File: src/rtl/rfc_pkg.sv
package rfc_pkg;

    localparam logic [7:0] CODE_SOH = 8'h01;
    localparam logic [7:0] CODE_EOT = 8'h04;
    localparam logic [7:0] CODE_ENQ = 8'h85;
    localparam logic [7:0] CODE_ACK = 8'h86;
    localparam logic [7:0] CODE_NAK = 8'h15;

    typedef enum logic [1:0] {
        TXK_TOKEN = 2'd0,
        TXK_ENQ   = 2'd1,
        TXK_ACK   = 2'd2,
        TXK_NAK   = 2'd3
    } tx_kind_e;

    typedef enum logic [2:0] {
        RXK_NONE    = 3'd0,
        RXK_TOKEN   = 3'd1,
        RXK_ENQ     = 3'd2,
        RXK_ACK     = 3'd3,
        RXK_NAK     = 3'd4,
        RXK_DATA    = 3'd5,
        RXK_UNKNOWN = 3'd6
    } rx_kind_e;

    typedef enum logic [1:0] {
        PF_ILLEGAL = 2'd0,
        PF_SHORT   = 2'd1,
        PF_LONG    = 2'd2
    } pay_fmt_e;

    typedef struct packed {
        rx_kind_e   kind;
        logic [7:0] did;
        logic       id_bad;
        logic       accept;
    } rx_report_t;

    // Number of bytes after the alert burst for a control frame
    function automatic logic [1:0] tx_frame_len(tx_kind_e k);
        return (k == TXK_TOKEN || k == TXK_ENQ) ? 2'd3 : 2'd1;
    endfunction

    // Type code that opens a control frame
    function automatic logic [7:0] tx_type_code(tx_kind_e k);
        case (k)
            TXK_TOKEN: return CODE_EOT;
            TXK_ENQ:   return CODE_ENQ;
            TXK_ACK:   return CODE_ACK;
            default:   return CODE_NAK;
        endcase
    endfunction

endpackage

File: src/rtl/rfc_tx_fmt.sv
module rfc_tx_fmt
    import rfc_pkg::*;
(
    input  logic       clk,
    input  logic       rst,
    input  logic       req,
    input  tx_kind_e   kind,
    input  logic [7:0] did,
    input  logic       ready,
    output logic       busy,
    output logic       valid,
    output logic [7:0] byte_o,
    output logic       alert,
    output logic       last
);

    logic       busy_q;
    logic [1:0] idx_q;
    tx_kind_e   kind_q;
    logic [7:0] did_q;
    logic       last_w;

    assign last_w = (idx_q == (tx_frame_len(kind_q) - 2'd1));

    always_ff @(posedge clk) begin
        if (rst) begin
            busy_q <= 1'b0;
            idx_q  <= 2'd0;
            kind_q <= TXK_TOKEN;
            did_q  <= 8'd0;
        end else if (!busy_q) begin
            if (req) begin
                busy_q <= 1'b1;
                idx_q  <= 2'd0;
                kind_q <= kind;
                did_q  <= did;
            end
        end else if (ready) begin
            if (last_w) begin
                busy_q <= 1'b0;
            end
            idx_q <= idx_q + 2'd1;
        end
    end

    assign busy   = busy_q;
    assign valid  = busy_q;
    assign byte_o = (idx_q == 2'd0) ? tx_type_code(kind_q) : did_q;
    assign alert  = busy_q && (idx_q == 2'd0);
    assign last   = busy_q && last_w;

endmodule

File: src/rtl/rfc_rx_class.sv
module rfc_rx_class
    import rfc_pkg::*;
(
    input  logic       clk,
    input  logic       rst,
    input  logic [7:0] my_id,
    input  logic       valid,
    input  logic       sof,
    input  logic       eof,
    input  logic [7:0] byte_i,
    output logic       done,
    output rx_report_t report
);

    logic [2:0] cnt_q;
    logic [7:0] type_q, id1_q, id2_q;
    logic       done_q;
    rx_report_t rep_q;

    logic [2:0] cur_idx, pos1;
    logic [7:0] cur_type, id1_e, id2_e;
    logic [3:0] nbytes;
    rx_kind_e   kind_n;
    rx_report_t rep_n;

    always_comb begin
        cur_idx  = sof ? 3'd0 : cnt_q;
        cur_type = (cur_idx == 3'd0) ? byte_i : type_q;
        pos1     = (cur_type == CODE_SOH) ? 3'd2 : 3'd1;
        id1_e    = (cur_idx == pos1) ? byte_i : id1_q;
        id2_e    = (cur_idx == pos1 + 3'd1) ? byte_i : id2_q;
        nbytes   = {1'b0, cur_idx} + 4'd1;

        if (cur_type == CODE_EOT && nbytes == 4'd3)       kind_n = RXK_TOKEN;
        else if (cur_type == CODE_ENQ && nbytes == 4'd3)  kind_n = RXK_ENQ;
        else if (cur_type == CODE_ACK && nbytes == 4'd1)  kind_n = RXK_ACK;
        else if (cur_type == CODE_NAK && nbytes == 4'd1)  kind_n = RXK_NAK;
        else if (cur_type == CODE_SOH && nbytes >= 4'd4)  kind_n = RXK_DATA;
        else                                              kind_n = RXK_UNKNOWN;

        rep_n.kind = kind_n;
        case (kind_n)
            RXK_TOKEN, RXK_ENQ: begin
                rep_n.did    = id1_e;
                rep_n.id_bad = (id1_e != id2_e);
                rep_n.accept = (id1_e == id2_e) && (id1_e == my_id);
            end
            RXK_DATA: begin
                rep_n.did    = id1_e;
                rep_n.id_bad = (id1_e != id2_e);
                rep_n.accept = (id1_e == id2_e) && ((id1_e == my_id) || (id1_e == 8'h00));
            end
            RXK_ACK, RXK_NAK: begin
                rep_n.did    = 8'h00;
                rep_n.id_bad = 1'b0;
                rep_n.accept = 1'b1;
            end
            default: begin
                rep_n.did    = 8'h00;
                rep_n.id_bad = 1'b0;
                rep_n.accept = 1'b0;
            end
        endcase
    end

    always_ff @(posedge clk) begin
        if (rst) begin
            cnt_q  <= 3'd0;
            type_q <= 8'd0;
            id1_q  <= 8'd0;
            id2_q  <= 8'd0;
            done_q <= 1'b0;
            rep_q  <= '{kind: RXK_NONE, did: 8'd0, id_bad: 1'b0, accept: 1'b0};
        end else begin
            done_q <= 1'b0;
            if (valid) begin
                cnt_q  <= (cur_idx == 3'd7) ? 3'd7 : cur_idx + 3'd1;
                type_q <= cur_type;
                id1_q  <= id1_e;
                id2_q  <= id2_e;
                if (eof) begin
                    done_q <= 1'b1;
                    rep_q  <= rep_n;
                end
            end
        end
    end

    assign done   = done_q;
    assign report = rep_q;

endmodule

File: src/rtl/rfc_len_class.sv
module rfc_len_class
    import rfc_pkg::*;
#(
    parameter int MAX_PAYLOAD = 508,
    parameter int LEN_W       = $clog2(MAX_PAYLOAD + 1)
) (
    input  logic [LEN_W-1:0] len,
    output pay_fmt_e         fmt,
    output logic [7:0]       count
);

    localparam int CW = (LEN_W > 10) ? LEN_W : 10;

    logic [CW-1:0] l;
    logic          is_short, is_long;

    always_comb begin
        l        = CW'(len);
        is_short = (l >= CW'(1)) && (l <= CW'(253));
        is_long  = (l >= CW'(257)) && (l <= CW'(MAX_PAYLOAD));
        if (is_short)     fmt = PF_SHORT;
        else if (is_long) fmt = PF_LONG;
        else              fmt = PF_ILLEGAL;
        // 256-l and 512-l share their low byte: the two's complement of l
        count = (is_short || is_long) ? (8'd0 - l[7:0]) : 8'd0;
    end

endmodule

File: src/rtl/ring_frame_codec.sv
module ring_frame_codec
    import rfc_pkg::*;
#(
    parameter int MAX_PAYLOAD = 508,
    parameter int LEN_W       = $clog2(MAX_PAYLOAD + 1)
) (
    input  logic             clk,
    input  logic             rst,
    input  logic [7:0]       my_id,
    input  logic             tx_req,
    input  logic [1:0]       tx_kind,
    input  logic [7:0]       tx_did,
    output logic             tx_busy,
    output logic             tx_valid,
    input  logic             tx_ready,
    output logic [7:0]       tx_byte,
    output logic             tx_alert,
    output logic             tx_last,
    input  logic             rx_valid,
    input  logic             rx_sof,
    input  logic             rx_eof,
    input  logic [7:0]       rx_byte,
    output logic             rx_done,
    output logic [2:0]       rx_kind,
    output logic [7:0]       rx_did,
    output logic             rx_id_bad,
    output logic             rx_accept,
    input  logic [LEN_W-1:0] pay_len,
    output logic [1:0]       pay_fmt,
    output logic [7:0]       pay_count
);

    rx_report_t rep;
    pay_fmt_e   fmt;

    rfc_tx_fmt u_tx (
        .clk    (clk),
        .rst    (rst),
        .req    (tx_req),
        .kind   (tx_kind_e'(tx_kind)),
        .did    (tx_did),
        .ready  (tx_ready),
        .busy   (tx_busy),
        .valid  (tx_valid),
        .byte_o (tx_byte),
        .alert  (tx_alert),
        .last   (tx_last)
    );

    rfc_rx_class u_rx (
        .clk    (clk),
        .rst    (rst),
        .my_id  (my_id),
        .valid  (rx_valid),
        .sof    (rx_sof),
        .eof    (rx_eof),
        .byte_i (rx_byte),
        .done   (rx_done),
        .report (rep)
    );

    rfc_len_class #(
        .MAX_PAYLOAD (MAX_PAYLOAD),
        .LEN_W       (LEN_W)
    ) u_len (
        .len   (pay_len),
        .fmt   (fmt),
        .count (pay_count)
    );

    assign rx_kind   = rep.kind;
    assign rx_did    = rep.did;
    assign rx_id_bad = rep.id_bad;
    assign rx_accept = rep.accept;
    assign pay_fmt   = fmt;

endmodule

File: config.mk
export PLATFORM = sky130hd
export DESIGN_NAME = ring_frame_codec
export DESIGN_NICKNAME = d
export VERILOG_FILES = /design/src/rtl/rfc_pkg.sv /design/src/rtl/rfc_tx_fmt.sv /design/src/rtl/rfc_rx_class.sv /design/src/rtl/rfc_len_class.sv /design/src/rtl/ring_frame_codec.sv
export SDC_FILE = /design/constraint.sdc
export NUM_CORES = 1
export LEC_CHECK = 0
export ABC_AREA = 1
export BUFFER_PORTS_ARGS = -buffer_cell sky130_fd_sc_hd__buf_2
export CORE_MARGIN = 2
export CORE_UTILIZATION = 55
export CTS_CLUSTER_DIAMETER = 200
export DETAILED_ROUTE_END_ITERATION = 6
export GPL_TIMING_DRIVEN = 0
export PLACE_DENSITY = 0.8
export SLEW_MARGIN = 20
export SYNTH_ARGS = -nofsm -noshare
export SYNTH_HDL_FRONTEND = slang
export SYNTH_SLANG_ARGS = --single-unit
File: constraint.sdc
create_clock -name clk -period 3.3 [get_ports clk]
set_clock_uncertainty 0.15 [all_clocks]
set_input_delay 0.33 -clock clk [delete_from_list [all_inputs] [get_ports clk]]
set_output_delay 0.33 -clock clk [all_outputs]
set_load 0.1 [all_outputs]
==> metrics.csv <==
metric;value;unit
family of cells with the greatest summed delay on the critical path;simple AND/OR/NAND/NOR gates;
worst flop-to-flop path endpoint;u_rx.report[1];
cell with the largest stage delay on the worst path;dfxtp_2;
Max Fclk;322.7;MHz
synth top area cells;dfxtp_1, nand2_1, inv_1;
number of flip-flops and latches in the synthesized netlist;54;
Worst Setup End Kind;flop;
R2R depth;24;
Final HPWL DP;7524;µm
detailed-router iteration count before antenna repair;6;
total length of routed wires;9718;µm
CTS Buf Count;5;
leading cell types by count after synthesis;nand2_1, inv_1, dfxtp_1, nor2_1, nand3_1;
Crit Path Class;flop to flop;
kind of start point of the critical path;flop;
detailed-route via count;3916;
Synth top area share;29.22;%
aggregate global-route resource usage;26.50;%
path category of the worst min-delay check;input pin to flop;
count of antenna-violating nets left after detailed routing;0;
largest net degree at the start of global routing;17;
peak supply drop;0.0002584;V
Reg2Reg Setup Slack;0.20;ns
placement row count;29;
effective utilization at floorplan;57.61;%
die width;86.02;µm
clock slew at the register clock pins of the worst setup and hold paths;0.10;ns
count of flip-flops with a built-in enable after synthesis;0;
Top cell by count, worst path;nand2_1;
cell with the most instances after synthesis;nand2_1;
number of antenna violations at the first check in global routing;0;
combined area of all synthesized cells;3700;µm²
final critical-path required period;3.099;ns
max-slew violation count;0;
average size of a mapped cell;6.357;µm²
CTS max path bufs;2;
worst stage delay on the critical path;0.35;ns
multiplexer area fraction after synthesis;0;%
Final Worst Setup Slack;0.2008;ns
max-capacitance violation count;0;
data arrival time at the worst-slack endpoint;3.15;ns
WL per Instance;12.96;µm
post-synthesis share of cell area spent on and, or, nand and nor gates;36.12;%
Die Footprint;7399;µm²
CTS Hold Buffers Added;0;
global-route congestion overflow total;0;
count of mapped cells out of synthesis;582;
input/output buffers;77;
status;completed;
number of buffer and inverter instances along the worst setup path;4;
largest fanout of any net on the critical path;10;
dominant combinational cell family by area after synthesis;simple AND/OR/NAND/NOR gates;
worst rel slew slack;54.99;%
synthesized-area fraction occupied by ao, oa, aoi and oai cells;14.85;%
share of final-layout standard cells stronger than drive strength 1;22.73;%
number of nets produced by synthesis;637;
Async S/R FF share, synth;0;%
root cell of the clock tree;clkbuf_8;
num ports;78;
number of clock sinks;54;
area share of xor/xnor cells in the synthesized design;0.7102;%
Skew-Pair Late Insertion Delay;0.31;ns
routability congestion estimate;0.9288;
critical path endpoint;u_rx.report[1];
P_leak;2.498;nW
H-tree lvl count;2;
area added between synthesis and finish;17.82;%
number of antenna cells inserted;0;
part of the cycle the worst path needs;93.92;%
First DRT Iteration DRCs;250;
final number of setup-violating endpoints;0;
Crit path required time;3.35;ns
DRC violations left;0;
number of distinct library cell variants in the gate-level netlist after synthesis;35;
Stages on worst setup path;24;
cell-by-cell trace of the critical path;inv_2 > nor2_4 > inv_1 > ha_1 > buf_6 > nand2_8 > nand2_2 > nand2_4 > nand2_4 > nor2_8 > nand4_4 > nand2_4 > nand2_4 > buf_6 > nand2_1 > nand2_1 > nand2_1 > nand2_1 > nor2_1 > nand2_1 > nor2_2 > nor2_1 > a21oi_1 > nor2_1;
number of filler cells placed in the layout;606;
CTS tree;done;
Yosys top cell by area;dfxtp_1;
Sum Neg Setup Slack;0;ns
synthesized-area fraction occupied by adder cells;4.396;%
via density per instance;5.221;
post-placement setup slack;-0.1899;ns
number of hold violations in the final report;0;
Setup crit start;u_rx.cnt_q[1];
vias in the first global route;3528;
portion of the post-synthesis area used by sequential elements;29.22;%
Nets;728;
Warnings, synthesis;0;
source of the worst register-to-register timing path;u_rx.cnt_q[1];
main flop type after synthesis;dfxtp_1;
first-pass GRT wire length;15800;µm
Die Ht;86.02;µm
Power Density;393.2;nW/µm²
Core Footprint;6422;µm²
transition time at the pin with the least slew margin;0.6752;ns
==> worst min path at each step <==
| stage | cells past startpoint | end | start |
|---|---|---|---|
| final | 3 | u_tx.did_q[4] | tx_did[4] |
| after global routing | 3 | u_tx.did_q[2] | tx_did[2] |
| after CTS | 3 | u_tx.did_q[4] | tx_did[4] |
| after detailed placement | 2 | u_tx.did_q[5] | u_tx.did_q[5] |
| after global placement | 2 | u_tx.did_q[5] | u_tx.did_q[5] |
| after floorplan | 2 | u_tx.did_q[5] | u_tx.did_q[5] |
==> registers in the layout, indices dropped and copies added, names as in the netlist <==
name         count
u_rx.done        1
u_rx.type_q      8
u_tx.did_q       8
u_rx.cnt_q       3
u_rx.id2_q       8
u_tx.busy        1
u_rx.id1_q       8
u_tx.kind_q      2
u_rx.report     13
u_tx.idx_q       2
==> through the flow <==
step                      total power, mW  cell area (µm²)  cells  util, %  hold slack, ns
after floorplan                     1.208             3710    582        -          0.2797
after global placement              1.324             4192    736    65.26          0.2900
after detailed placement            1.338             4192    736    65.26          0.2971
after CTS                           1.698             4283    743    66.69         0.09421
after global routing                1.801             4359    750    67.87          0.1118
final                               1.714             4359    750    67.87         0.09103
==> per-layer routing <==
layer	track usage, %	up-vias	routed length, µm
li1	-	2009	-
met1	34.07	1740	4106
met2	46.72	155	4690
met3	3.850	12	793
met4	6.205	0	127
met5	0	-	0
==> report_power, final <==
group          internal [mW]  switching, mW
combinational          0.167          0.470
sequential             0.692         0.0196
clock                  0.145          0.220
==> repair_timing <==
item | in CTS | in global routing
buffers inserted | 0 | 7
setup endpoints to repair | 2 | 10
gates resized for setup | 2 | 10
pin swaps | 0 | 6
==> final cells by class <==
cell class                 count  area [µm²]  share of cell area [%]
timing repair buffer          84       437.9                   10.05
inverter                     112       420.4                   9.644
clock inverter                 2       15.01                  0.3444
clock buffer                   5       68.82                   1.579
tap                           77       96.34                   2.210
sequential                    54        1082                   24.83
buffer                        21       128.9                   2.956
multi-input combinational    395        2110                   48.39
==> logic make-up after synthesis <==
logic type	Yosys count
AOI/OAI and AO/OA	97
adders and majority gates	13
buffers and inverters	133
and+or+nand+nor	282
DFF	54
xor gates and xnor gates	3
==> tightest hold or removal path: stages <==
cell	delay, ns
buf_2	0.08
nor2_1	0.04
nor2_1	0.08
==> cell usage in the layout, fill, tap and decap left out, types with 12 or more instances in the layout <==
| master | n |
|---|---|
| ha_1 | 13 |
| dfxtp_1 | 53 |
| nand2_2 | 15 |
| clkbuf_1 | 12 |
| o21ai_0 | 36 |
| buf_2 | 77 |
| nor2_1 | 47 |
| nand2_1 | 142 |
| nand3_1 | 38 |
| a21oi_1 | 37 |
| inv_1 | 104 |
Note: power is estimated with default switching activity, not from simulation.
